--- src/rtl/stage_pkg.sv ---
// Shared types for the dataset staging controller.
// Assumes nothing beyond a single clock domain.
package stage_pkg;

    // Run phases of the staging sequencer
    typedef enum logic [1:0] {
        PH_IDLE  = 2'd0,   // waiting for a start
        PH_COPY  = 2'd1,   // table reads and RAM stores in flight
        PH_ISSUE = 2'd2,   // first RAM read of the read-back
        PH_HOLD  = 2'd3    // word offered to the consumer
    } phase_e;

endpackage

--- src/rtl/stage_addr_ctr.sv ---
// Address counter over 0 .. DEPTH-1 with a last-address flag.
// Assumes DEPTH <= 2**AW. Wraps to zero when stepped at the last address.
module stage_addr_ctr #(
    parameter int AW    = 10,
    parameter int DEPTH = 1024
) (
    input  logic          clk,
    input  logic          rst_n,
    input  logic          clr_i,
    input  logic          inc_i,
    output logic [AW-1:0] value_o,
    output logic          last_o
);

    localparam logic [AW-1:0] LAST_ADDR = AW'(DEPTH - 1);

    logic [AW-1:0] value_q;

    // Counter register: clear wins over step
    always_ff @(posedge clk) begin
        if (!rst_n) begin
            value_q <= '0;
        end else if (clr_i) begin
            value_q <= '0;
        end else if (inc_i) begin
            value_q <= (value_q == LAST_ADDR) ? '0 : value_q + AW'(1);
        end
    end

    // Outputs: current value and last-address flag
    always_comb begin
        value_o = value_q;
        last_o  = (value_q == LAST_ADDR);
    end

endmodule

--- src/rtl/stage_lane_pick.sv ---
// Selects one OUT_W-wide lane from an IN_W-wide word.
// Assumes IN_W is a whole multiple of OUT_W; an out-of-range select yields lane 0.
module stage_lane_pick #(
    parameter int IN_W  = 64,
    parameter int OUT_W = 32,
    parameter int SEL_W = 1
) (
    input  logic [IN_W-1:0]  word_i,
    input  logic [SEL_W-1:0] sel_i,
    output logic [OUT_W-1:0] lane_o
);

    localparam int LANES = IN_W / OUT_W;

    logic [OUT_W-1:0] lanes [LANES];

    // Slice the wide word into its lanes
    for (genvar g = 0; g < LANES; g++) begin : g_lane
        assign lanes[g] = word_i[g*OUT_W +: OUT_W];
    end

    // Lane multiplexer
    always_comb begin
        lane_o = lanes[0];
        for (int i = 1; i < LANES; i++) begin
            if (sel_i == SEL_W'(i)) begin
                lane_o = lanes[i];
            end
        end
    end

endmodule

--- src/rtl/dataset_stager.sv ---
// Dataset staging controller: copies DEPTH table entries (one lane each) into
// RAM, flags write-complete, then replays the RAM to a handshaked consumer.
// Assumes synchronous table and RAM with one cycle of read latency, and that
// the RAM output holds while no new read is issued.
module dataset_stager #(
    parameter  int DEPTH = 1024,
    parameter  int AW    = 10,
    parameter  int IN_W  = 64,
    parameter  int OUT_W = 32,
    localparam int LANES = IN_W / OUT_W,
    localparam int SEL_W = (LANES > 1) ? $clog2(LANES) : 1
) (
    input  logic             clk,
    input  logic             rst_n,
    input  logic             start_i,
    input  logic [SEL_W-1:0] mode_i,
    output logic             rom_rd_o,
    output logic [AW-1:0]    rom_addr_o,
    input  logic [IN_W-1:0]  rom_data_i,
    output logic             ram_we_o,
    output logic             ram_re_o,
    output logic [AW-1:0]    ram_addr_o,
    output logic [OUT_W-1:0] ram_wdata_o,
    input  logic [OUT_W-1:0] ram_rdata_i,
    output logic [OUT_W-1:0] out_data_o,
    output logic             out_valid_o,
    input  logic             out_ready_i,
    output logic             wr_done_o,
    output logic             done_o
);

    import stage_pkg::*;

    localparam logic [AW-1:0] LAST_ADDR = AW'(DEPTH - 1);

    phase_e           phase_q, phase_d;
    logic [SEL_W-1:0] mode_q;
    logic             rd_live_q;
    logic             pend_v_q;
    logic [AW-1:0]    pend_addr_q;
    logic             fresh_q;
    logic [OUT_W-1:0] hold_q;
    logic             wr_done_q;
    logic             done_q;

    logic             start_ok;
    logic             fetch;
    logic             last_store;
    logic             accept;
    logic             step_rd;
    logic [AW-1:0]    fetch_addr;
    logic             fetch_last;
    logic [AW-1:0]    rp_addr;
    logic             rp_last;
    logic [AW-1:0]    rp_next;

    // Control decode from the current phase
    always_comb begin
        start_ok   = start_i && (phase_q == PH_IDLE);
        fetch      = (phase_q == PH_COPY) && rd_live_q;
        last_store = pend_v_q && (pend_addr_q == LAST_ADDR);
        accept     = (phase_q == PH_HOLD) && out_ready_i;
        step_rd    = accept && !rp_last;
        rp_next    = rp_addr + AW'(1);
    end

    // Table read address counter
    stage_addr_ctr #(.AW(AW), .DEPTH(DEPTH)) i_fetch_ctr (
        .clk     (clk),
        .rst_n   (rst_n),
        .clr_i   (start_ok),
        .inc_i   (fetch),
        .value_o (fetch_addr),
        .last_o  (fetch_last)
    );

    // Read-back address counter
    stage_addr_ctr #(.AW(AW), .DEPTH(DEPTH)) i_replay_ctr (
        .clk     (clk),
        .rst_n   (rst_n),
        .clr_i   (start_ok),
        .inc_i   (step_rd),
        .value_o (rp_addr),
        .last_o  (rp_last)
    );

    // Lane selection on the incoming table word
    stage_lane_pick #(.IN_W(IN_W), .OUT_W(OUT_W), .SEL_W(SEL_W)) i_lane (
        .word_i (rom_data_i),
        .sel_i  (mode_q),
        .lane_o (ram_wdata_o)
    );

    // Next-phase logic
    always_comb begin
        phase_d = phase_q;
        unique case (phase_q)
            PH_IDLE:  if (start_ok)           phase_d = PH_COPY;
            PH_COPY:  if (last_store)         phase_d = PH_ISSUE;
            PH_ISSUE:                         phase_d = PH_HOLD;
            PH_HOLD:  if (accept && rp_last)  phase_d = PH_IDLE;
            default:                          phase_d = PH_IDLE;
        endcase
    end

    // Phase register
    always_ff @(posedge clk) begin
        if (!rst_n) phase_q <= PH_IDLE;
        else        phase_q <= phase_d;
    end

    // Run setup: lane select and table-read enable
    always_ff @(posedge clk) begin
        if (!rst_n) begin
            mode_q    <= '0;
            rd_live_q <= 1'b0;
        end else if (start_ok) begin
            mode_q    <= mode_i;
            rd_live_q <= 1'b1;
        end else if (fetch && fetch_last) begin
            rd_live_q <= 1'b0;
        end
    end

    // Store stage: remembers which address the table data now arriving belongs to
    always_ff @(posedge clk) begin
        if (!rst_n) begin
            pend_v_q    <= 1'b0;
            pend_addr_q <= '0;
        end else begin
            pend_v_q <= fetch;
            if (fetch) pend_addr_q <= fetch_addr;
        end
    end

    // Read-back word capture: fresh marks the cycle RAM data first appears
    always_ff @(posedge clk) begin
        if (!rst_n) begin
            fresh_q <= 1'b0;
            hold_q  <= '0;
        end else begin
            fresh_q <= ram_re_o;
            if (fresh_q) hold_q <= ram_rdata_i;
        end
    end

    // Completion flags
    always_ff @(posedge clk) begin
        if (!rst_n) begin
            wr_done_q <= 1'b0;
            done_q    <= 1'b0;
        end else begin
            if (start_ok)        wr_done_q <= 1'b0;
            else if (last_store) wr_done_q <= 1'b1;
            done_q <= accept && rp_last;
        end
    end

    // Memory-side outputs
    always_comb begin
        rom_rd_o   = fetch;
        rom_addr_o = fetch_addr;
        ram_we_o   = pend_v_q;
        ram_re_o   = (phase_q == PH_ISSUE) || step_rd;
        if (pend_v_q)                 ram_addr_o = pend_addr_q;
        else if (phase_q == PH_HOLD)  ram_addr_o = rp_next;
        else                          ram_addr_o = rp_addr;
    end

    // Consumer-side outputs and flags
    always_comb begin
        out_valid_o = (phase_q == PH_HOLD);
        out_data_o  = fresh_q ? ram_rdata_i : hold_q;
        wr_done_o   = wr_done_q;
        done_o      = done_q;
    end

endmodule

--- config.mk ---
export PLATFORM = sky130hd
export DESIGN_NAME = dataset_stager
export DESIGN_NICKNAME = d
export VERILOG_FILES = /design/src/rtl/stage_pkg.sv /design/src/rtl/stage_addr_ctr.sv /design/src/rtl/stage_lane_pick.sv /design/src/rtl/dataset_stager.sv
export SDC_FILE = /design/constraint.sdc
export NUM_CORES = 1
export LEC_CHECK = 0
export ABC_AREA = 1
export BUFFER_PORTS_ARGS = -buffer_cell sky130_fd_sc_hd__buf_2
export CAP_MARGIN = 20
export CORE_MARGIN = 4
export CORE_UTILIZATION = 40
export CTS_BUF_LIST = sky130_fd_sc_hd__clkbuf_16
export CTS_CLUSTER_DIAMETER = 50
export DETAILED_ROUTE_END_ITERATION = 12
export PLACE_DENSITY = 0.83
export SKIP_CTS_REPAIR_TIMING = 1
export SLEW_MARGIN = 30
export SYNTH_ARGS = -nofsm -noshare
export SYNTH_HDL_FRONTEND = slang
export SYNTH_HIERARCHICAL = 1
export SYNTH_SLANG_ARGS = --single-unit
export TNS_END_PERCENT = 50
--- constraint.sdc ---
create_clock -name clk -period 2.1 [get_ports clk]
set_input_delay 0.21 -clock clk [delete_from_list [all_inputs] [get_ports clk]]
set_output_delay 0.21 -clock clk [all_outputs]
set_load 0.01 [all_outputs]
==> impl_metrics.json, run 1 <==
{
  "path_clk_slew_ns": 0.06,
  "finClkSkew_ns": 0.00751,
  "drt_iter0_markers": 273,
  "post-route-period-util": 0.948,
  "hold_violations": 0,
  "max_slew.worst_pin.slew_ns": 0.660,
  "place_hpwl_um": 8490,
  "layout.area.seq_um2": 1410,
  "synth_cell_types": 35,
  "synth-edff-count": 0,
  "die_w_um": 106,
  "ys_seq_elements": 70,
  "power.share.combinational": 0.343,
  "clock_power_share": 0.332,
  "min_from": "ram_rdata_i[8]",
  "worstPathRequired_ns": 1.89,
  "synth_flop_cell": "dfxtp_1",
  "p_total_w": 0.00476,
  "dpl_cell_area_um2": 4890,
  "postRouteWirelength_um": 11000,
  "async_reset_ff_frac": 0,
  "synth_top_family_by_area": "simple AND/OR/NAND/NOR gates",
  "worstPathMaxFanout": 6,
  "r2r_slack_ns": 0.43,
  "syn_inst": 576,
  "grt_first_pass_wirelength_um": 17700,
  "min_path_cells": 3,
  "cts_buffer_depth": 2,
  "slew_viol_final": 0,
  "synth_compound_area_frac": 0.0958,
  "ant_nets": 0,
  "syn_area_um2": 3880,
  "worstSetupEndpointType": "output pin",
  "synthMuxAreaShare": 0.00516,
  "power.leakage_nw": 2.72,
  "areaGrowthSynthToFinish_pct": 35.2,
  "cts-buffers-inserted": 9,
  "min_to": "hold_q[8]",
  "clk_latency_ns": 0.33,
  "rows": 35,
  "die_area_um2": 11300,
  "gp_congestion": 0.865,
  "grt_pass1_vias": 3851,
  "setup_viol": 0,
  "seq_area_frac_synth": 0.361,
  "io_pins": 191,
  "synthXorXnorAreaFrac": 0.0271,
  "rsz0062_at_grt": "no",
  "cts_tree": "yes",
  "vias": 4155,
  "relSlewSlack": 0.560,
  "start_util": 0.416,
  "antenna_found_initial": 0,
  "peakVddDrop_mv": 0.720,
  "finalCriticalPeriod_ns": 1.99,
  "startpoint_type": "flip-flop",
  "timing.rr.end": "phase_q[0]",
  "clock-sinks": 70,
  "grt_max_degree": 38,
  "grt-ovfl-total": 0,
  "p_sw_w": 0.00164,
  "final_layout_size_suffix_gt1_frac": 0.352,
  "synth_warnings": 6,
  "first_pass_iters": 7,
  "internal-power_w": 0.00312,
  "hold_path.class": "input port to flip-flop",
  "n_fill_cell": 910,
  "multi_input_area_um2": 2200,
  "synth_fp_nets": 685,
  "yosys.area_share.adder": 0.0258,
  "cp.arrival_ns": 1.78,
  "seq_power_share": 0.325,
  "critPathKind": "flip-flop to output pin",
  "grtUsageTotal": 0.190,
  "coreArea_um2": 9330,
  "root_buffer": "clkbuf_16",
  "swShare": 0.345,
  "cap_viol_max_count": 0,
  "vias_per_cell": 4.62,
  "r2r_start": "i_replay_ctr/value_o[6]",
  "fp.dieH_um": 106,
  "rr_worst_depth": 7,
  "synth-simple-area-share": 0.407,
  "fmax_ghz": 0.502,
  "htreeDepth": 3,
  "drc": 0,
  "status": "finished clean",
  "design_area_um2": 5250,
  "wl_per_cell_um": 12.2,
  "synth_area_per_cell_um2": 6.74,
  "antenna_cells": 0,
  "io_buffers": 190,
  "fin_nets": 875,
  "power.density_nw_per_um2": 908
}
[worst max-delay path by stage]
stage / startpoint / endpoint / slack, ns / cells after the start
finish: i_replay_ctr/value_o[0] / ram_addr_o[8] / 0.11 / 10
global route: phase_q[1] / ram_addr_o[7] / 0.001 / 8
CTS: i_replay_ctr/value_o[0] / ram_re_o / -0.1 / 7
detailed placement: i_replay_ctr/value_o[0] / i_replay_ctr/value_o[5] / 0.10 / 8
global placement: i_replay_ctr/value_o[0] / i_replay_ctr/value_o[9] / 0.13 / 9
floorplan: i_replay_ctr/value_o[0] / i_replay_ctr/value_o[5] / 0.25 / 9
[layer usage]
layer / global-route usage / wire [µm] / up-vias
met2: 0.355 / 5730 / 138
met4: 0.0457 / 125 / 0
met1: 0.215 / 4290 / 1812
li1: - / - / 2196
met5: 0 / 0 / -
met3: 0.0486 / 843 / 9
[placed cells by master, fill, tap and decap left out, types with 2 or more instances in the layout]
cell type	instances
inv_2	4
xor2_1	8
nor2_1	50
buf_4	11
dfxtp_2	3
dfxtp_1	67
a21oi_1	43
nand2_4	3
buf_2	190
nand3_1	15
o21ai_1	15
clkbuf_16	9
nand2_2	14
nor2_2	10
bufinv_16	2
a21oi_2	2
inv_1	27
nand2_1	245
nand3_2	8
nand4_1	4
nor2_4	6
mux2i_1	2
o21ai_0	6
ha_1	8
xnor2_1	4
[power groups by stage]
stage                     combinational [W]  clock [W]  sequential [W]
after global routing                0.00185    0.00167         0.00157
after global placement              0.00162          0         0.00157
after detailed placement            0.00163          0         0.00157
final                               0.00164    0.00158         0.00155
after floorplan                     0.00113          0         0.00156
after CTS                           0.00164    0.00161         0.00154
[per-stage QoR]
| step | std cells | utilization | worst slack [ns] | hold slack (ns) | TNS (ns) |
|---|---|---|---|---|---|
| 6_report | 899 | 0.563 | 0.109 | 0.152 | 0 |
| 5_1_grt | 899 | 0.563 | 0.00133 | 0.159 | 0 |
| 4_1_cts | 897 | 0.558 | -0.0957 | 0.144 | -0.0957 |
| 3_5_place_dp | 882 | 0.524 | 0.102 | 0.446 | 0 |
| 3_3_place_gp | 882 | 0.524 | 0.127 | 0.451 | 0 |
| 2_1_floorplan | 576 | - | 0.246 | 0.346 | 0 |
[cells in the mapped netlist (5+ instances only)]
master	instances	share of area
nand3_2	8	0.021
ha_1	8	0.026
buf_2	8	0.010
xor2_1	8	0.018
o21ai_0	6	0.0077
dfxtp_1	70	0.36
a21oi_1	43	0.055
nand2_2	14	0.023
inv_1	27	0.026
o21ai_1	15	0.019
nor2_4	5	0.015
nand2_1	245	0.24
nor2_1	51	0.049
nor2_2	10	0.016
nand3_1	15	0.019
[critical path: stages (launching register included)]
cell and delay, ns:
dfxtp_1 0.33, buf_4 0.18, ha_1 0.22, nand3_4 0.10, nor3_4 0.19, nand2_1 0.08, nand2_1 0.06, nand2_1 0.04
nand2_1 0.05, nand2_1 0.06, buf_2 0.14
[sequential cells by signal, indices dropped and copies added, names as in the netlist]
signal	count
pend_addr_q	10
i_fetch_ctr/value_o	10
done_o	1
mode_q	1
i_replay_ctr/value_o	10
wr_done_o	1
rd_live_q	1
ram_we_o	1
fresh_q	1
hold_q	32
phase_q	2
[kinds of logic (layout without fill, tap and decap cells)]
logic type	after synthesis	count (layout)
fa+ha+maj	8	8
mux	2	2
xor+xnor	12	12
buf+inv	55	249
simple gates	359	359
flops	70	70
compound gates	70	70
[area by class of cell]
class	count	area share
Clock buffer	9	0.0429
Inverter	32	0.0243
Timing Repair Buffer	202	0.199
Multi-Input combinational cell	451	0.419
Sequential cell	70	0.268
Tap cell	129	0.0308
Clock inverter	6	0.0165
(Power assumes the default switching activity.)
==> run 2, diff against run 1 <==
- MAX_ROUTING_LAYER: not set -> met4
==> run 2 against run 1 <==
Net effect: core utilization shrank 0.17 points; sequential share of layout area grew 0.059 points; via count shrank 0.63%; power shrank 0.22%; cell count shrank 0.22%; clock skew shrank 0.00066 ns; maximum frequency grew 0.26%; largest power group unchanged.
==> impl_metrics.json, run 2 (synthesized netlist as in run 1, its figures left out) <==
{
  "final_layout_size_suffix_gt1_frac": 0.349,
  "fin_ws_ns": 0.114,
  "post-place-ws_ns": 0.102,
  "worstSetupEndpointType": "output pin",
  "postRouteWirelength_um": 10900,
  "areaGrowthSynthToFinish_pct": 34.8,
  "rows": 35,
  "path_common_cell": "nand2_1",
  "wl_per_cell_um": 12.1,
  "final_cell_mix": "nand2_1, buf_2, dfxtp_1, nor2_1, a21oi_1",
  "start_util": 0.416,
  "fmax_ghz": 0.503,
  "drc": 0,
  "vias": 4129,
  "coreArea_um2": 9330,
  "setup_viol": 0,
  "hold_path.class": "input port to flip-flop",
  "r2r_start": "i_replay_ctr/value_o[0]",
  "grt_max_degree": 38,
  "cap_viol_max_count": 0,
  "clock-sinks": 70,
  "peakVddDrop_mv": 0.722,
  "post-route-period-util": 0.946,
  "fin_cells": 897,
  "grtUsageTotal": 0.195,
  "slowest_stage": "dfxtp_1",
  "fp.dieH_um": 106,
  "final_common_cell": "nand2_1",
  "first_pass_iters": 4,
  "place_hpwl_um": 8490,
  "root_buffer": "clkbuf_16",
  "finClkSkew_ns": 0.00686,
  "slew_viol_final": 0,
  "rsz0062_at_grt": "yes",
  "clk_latency_ns": 0.33,
  "max_slew.worst_pin.slew_ns": 0.672,
  "max_stage_delay_ns": 0.33,
  "min_from": "ram_rdata_i[8]",
  "path_clk_slew_ns": 0.06,
  "cts_tree": "yes",
  "antenna_found_initial": 0,
  "relSlewSlack": 0.551,
  "worstPathRequired_ns": 1.89,
  "largest_reg_flops": 32,
  "cts-buffers-inserted": 9,
  "grt_first_pass_wirelength_um": 17600,
  "vias_per_cell": 4.60,
  "status": "finished clean",
  "io_pins": 191,
  "cp.arrival_ns": 1.78,
  "ant_nets": 0,
  "io_buffers": 190,
  "cts_buffer_depth": 2,
  "htreeDepth": 3,
  "antenna_cells": 0,
  "power.leakage_nw": 2.71,
  "n_fill_cell": 908,
  "regMostFlops": "hold_q",
  "grt-ovfl-total": 0,
  "crit_start": "i_replay_ctr/value_o[0]",
  "startpoint_type": "flip-flop",
  "finalCriticalPeriod_ns": 1.99,
  "grt_pass1_vias": 3858,
  "hold_violations": 0,
  "power.density_nw_per_um2": 908,
  "drt_iter0_markers": 271,
  "fin_nets": 873,
  "critPathKind": "flip-flop to output pin",
  "gp_congestion": 0.879,
  "die_area_um2": 11300,
  "worstPathMaxFanout": 6,
  "die_w_um": 106,
  "dp_cells": 882,
  "cp_cell_sequence": "buf_4, ha_1, nand3_4, nor3_4, nand2_1, nand2_1, nand2_1, nand2_1, nand2_1, buf_2"
}
## run 2: changes by cell type in the layout (fill, tap and decap cells not counted)
cell | previous run | this run
buf_4 | 11 | 9
dfxtp_2 | 3 | 2
dfxtp_1 | 67 | 68
## run 2: layout make-up
type,instances,area [µm²],share of cell area
Inverter,32,128,0.0244
Multi-Input combinational cell,451,2200,0.420
Sequential cell,70,1400,0.268
Clock buffer,9,225,0.0431
Clock inverter,6,86.3,0.0165
Tap cell,129,161,0.0309
Timing Repair Buffer,200,1030,0.197
## run 2: worst paths after layout
kind                                       to  slack [ns]  cells after the start
worst max-delay path            ram_addr_o[8]        0.11                     10
worst min-delay path                hold_q[8]        0.15                      3
worst max register to register     phase_q[1]        0.35                      8
worst min register to register      wr_done_o        0.46                      2
## run 2: layer usage
layer  GRT usage  wire length [µm]  vias up
met3      0.0395               767       11
met1       0.216              4310     1796
met5           -                 0        -
li1            -                 -     2188
met2       0.354              5670      134
met4      0.0566               152        0
## run 2: worst max-delay path: cells and delay by family, from the launching register on
family        cells  cell delay (ns)
buf+inv           2             0.31
flops             1             0.33
fa+ha+maj         1             0.22
simple gates      7             0.58
## run 2: metrics by stage
stage          utilization  setup TNS [ns]  hold slack, ns  instance area [µm²]  power, W
3_3_place_gp         0.524               0           0.451                 4890   0.00318
5_1_grt              0.561               0           0.161                 5230   0.00507
3_5_place_dp         0.524               0           0.446                 4890   0.00320
6_report             0.561               0           0.150                 5230   0.00475
4_1_cts              0.558         -0.0957           0.144                 5200   0.00479
2_1_floorplan            -               0           0.346                 3880   0.00269
## run 2: report_power, final
group / internal (W) / total, W / switching [W]
logic: 0.000606 / 0.00162 / 0.00102
registers: 0.00148 / 0.00155 / 0.0000724
clock network: 0.00103 / 0.00158 / 0.000549
total: 0.00311 / 0.00475 / 0.00164
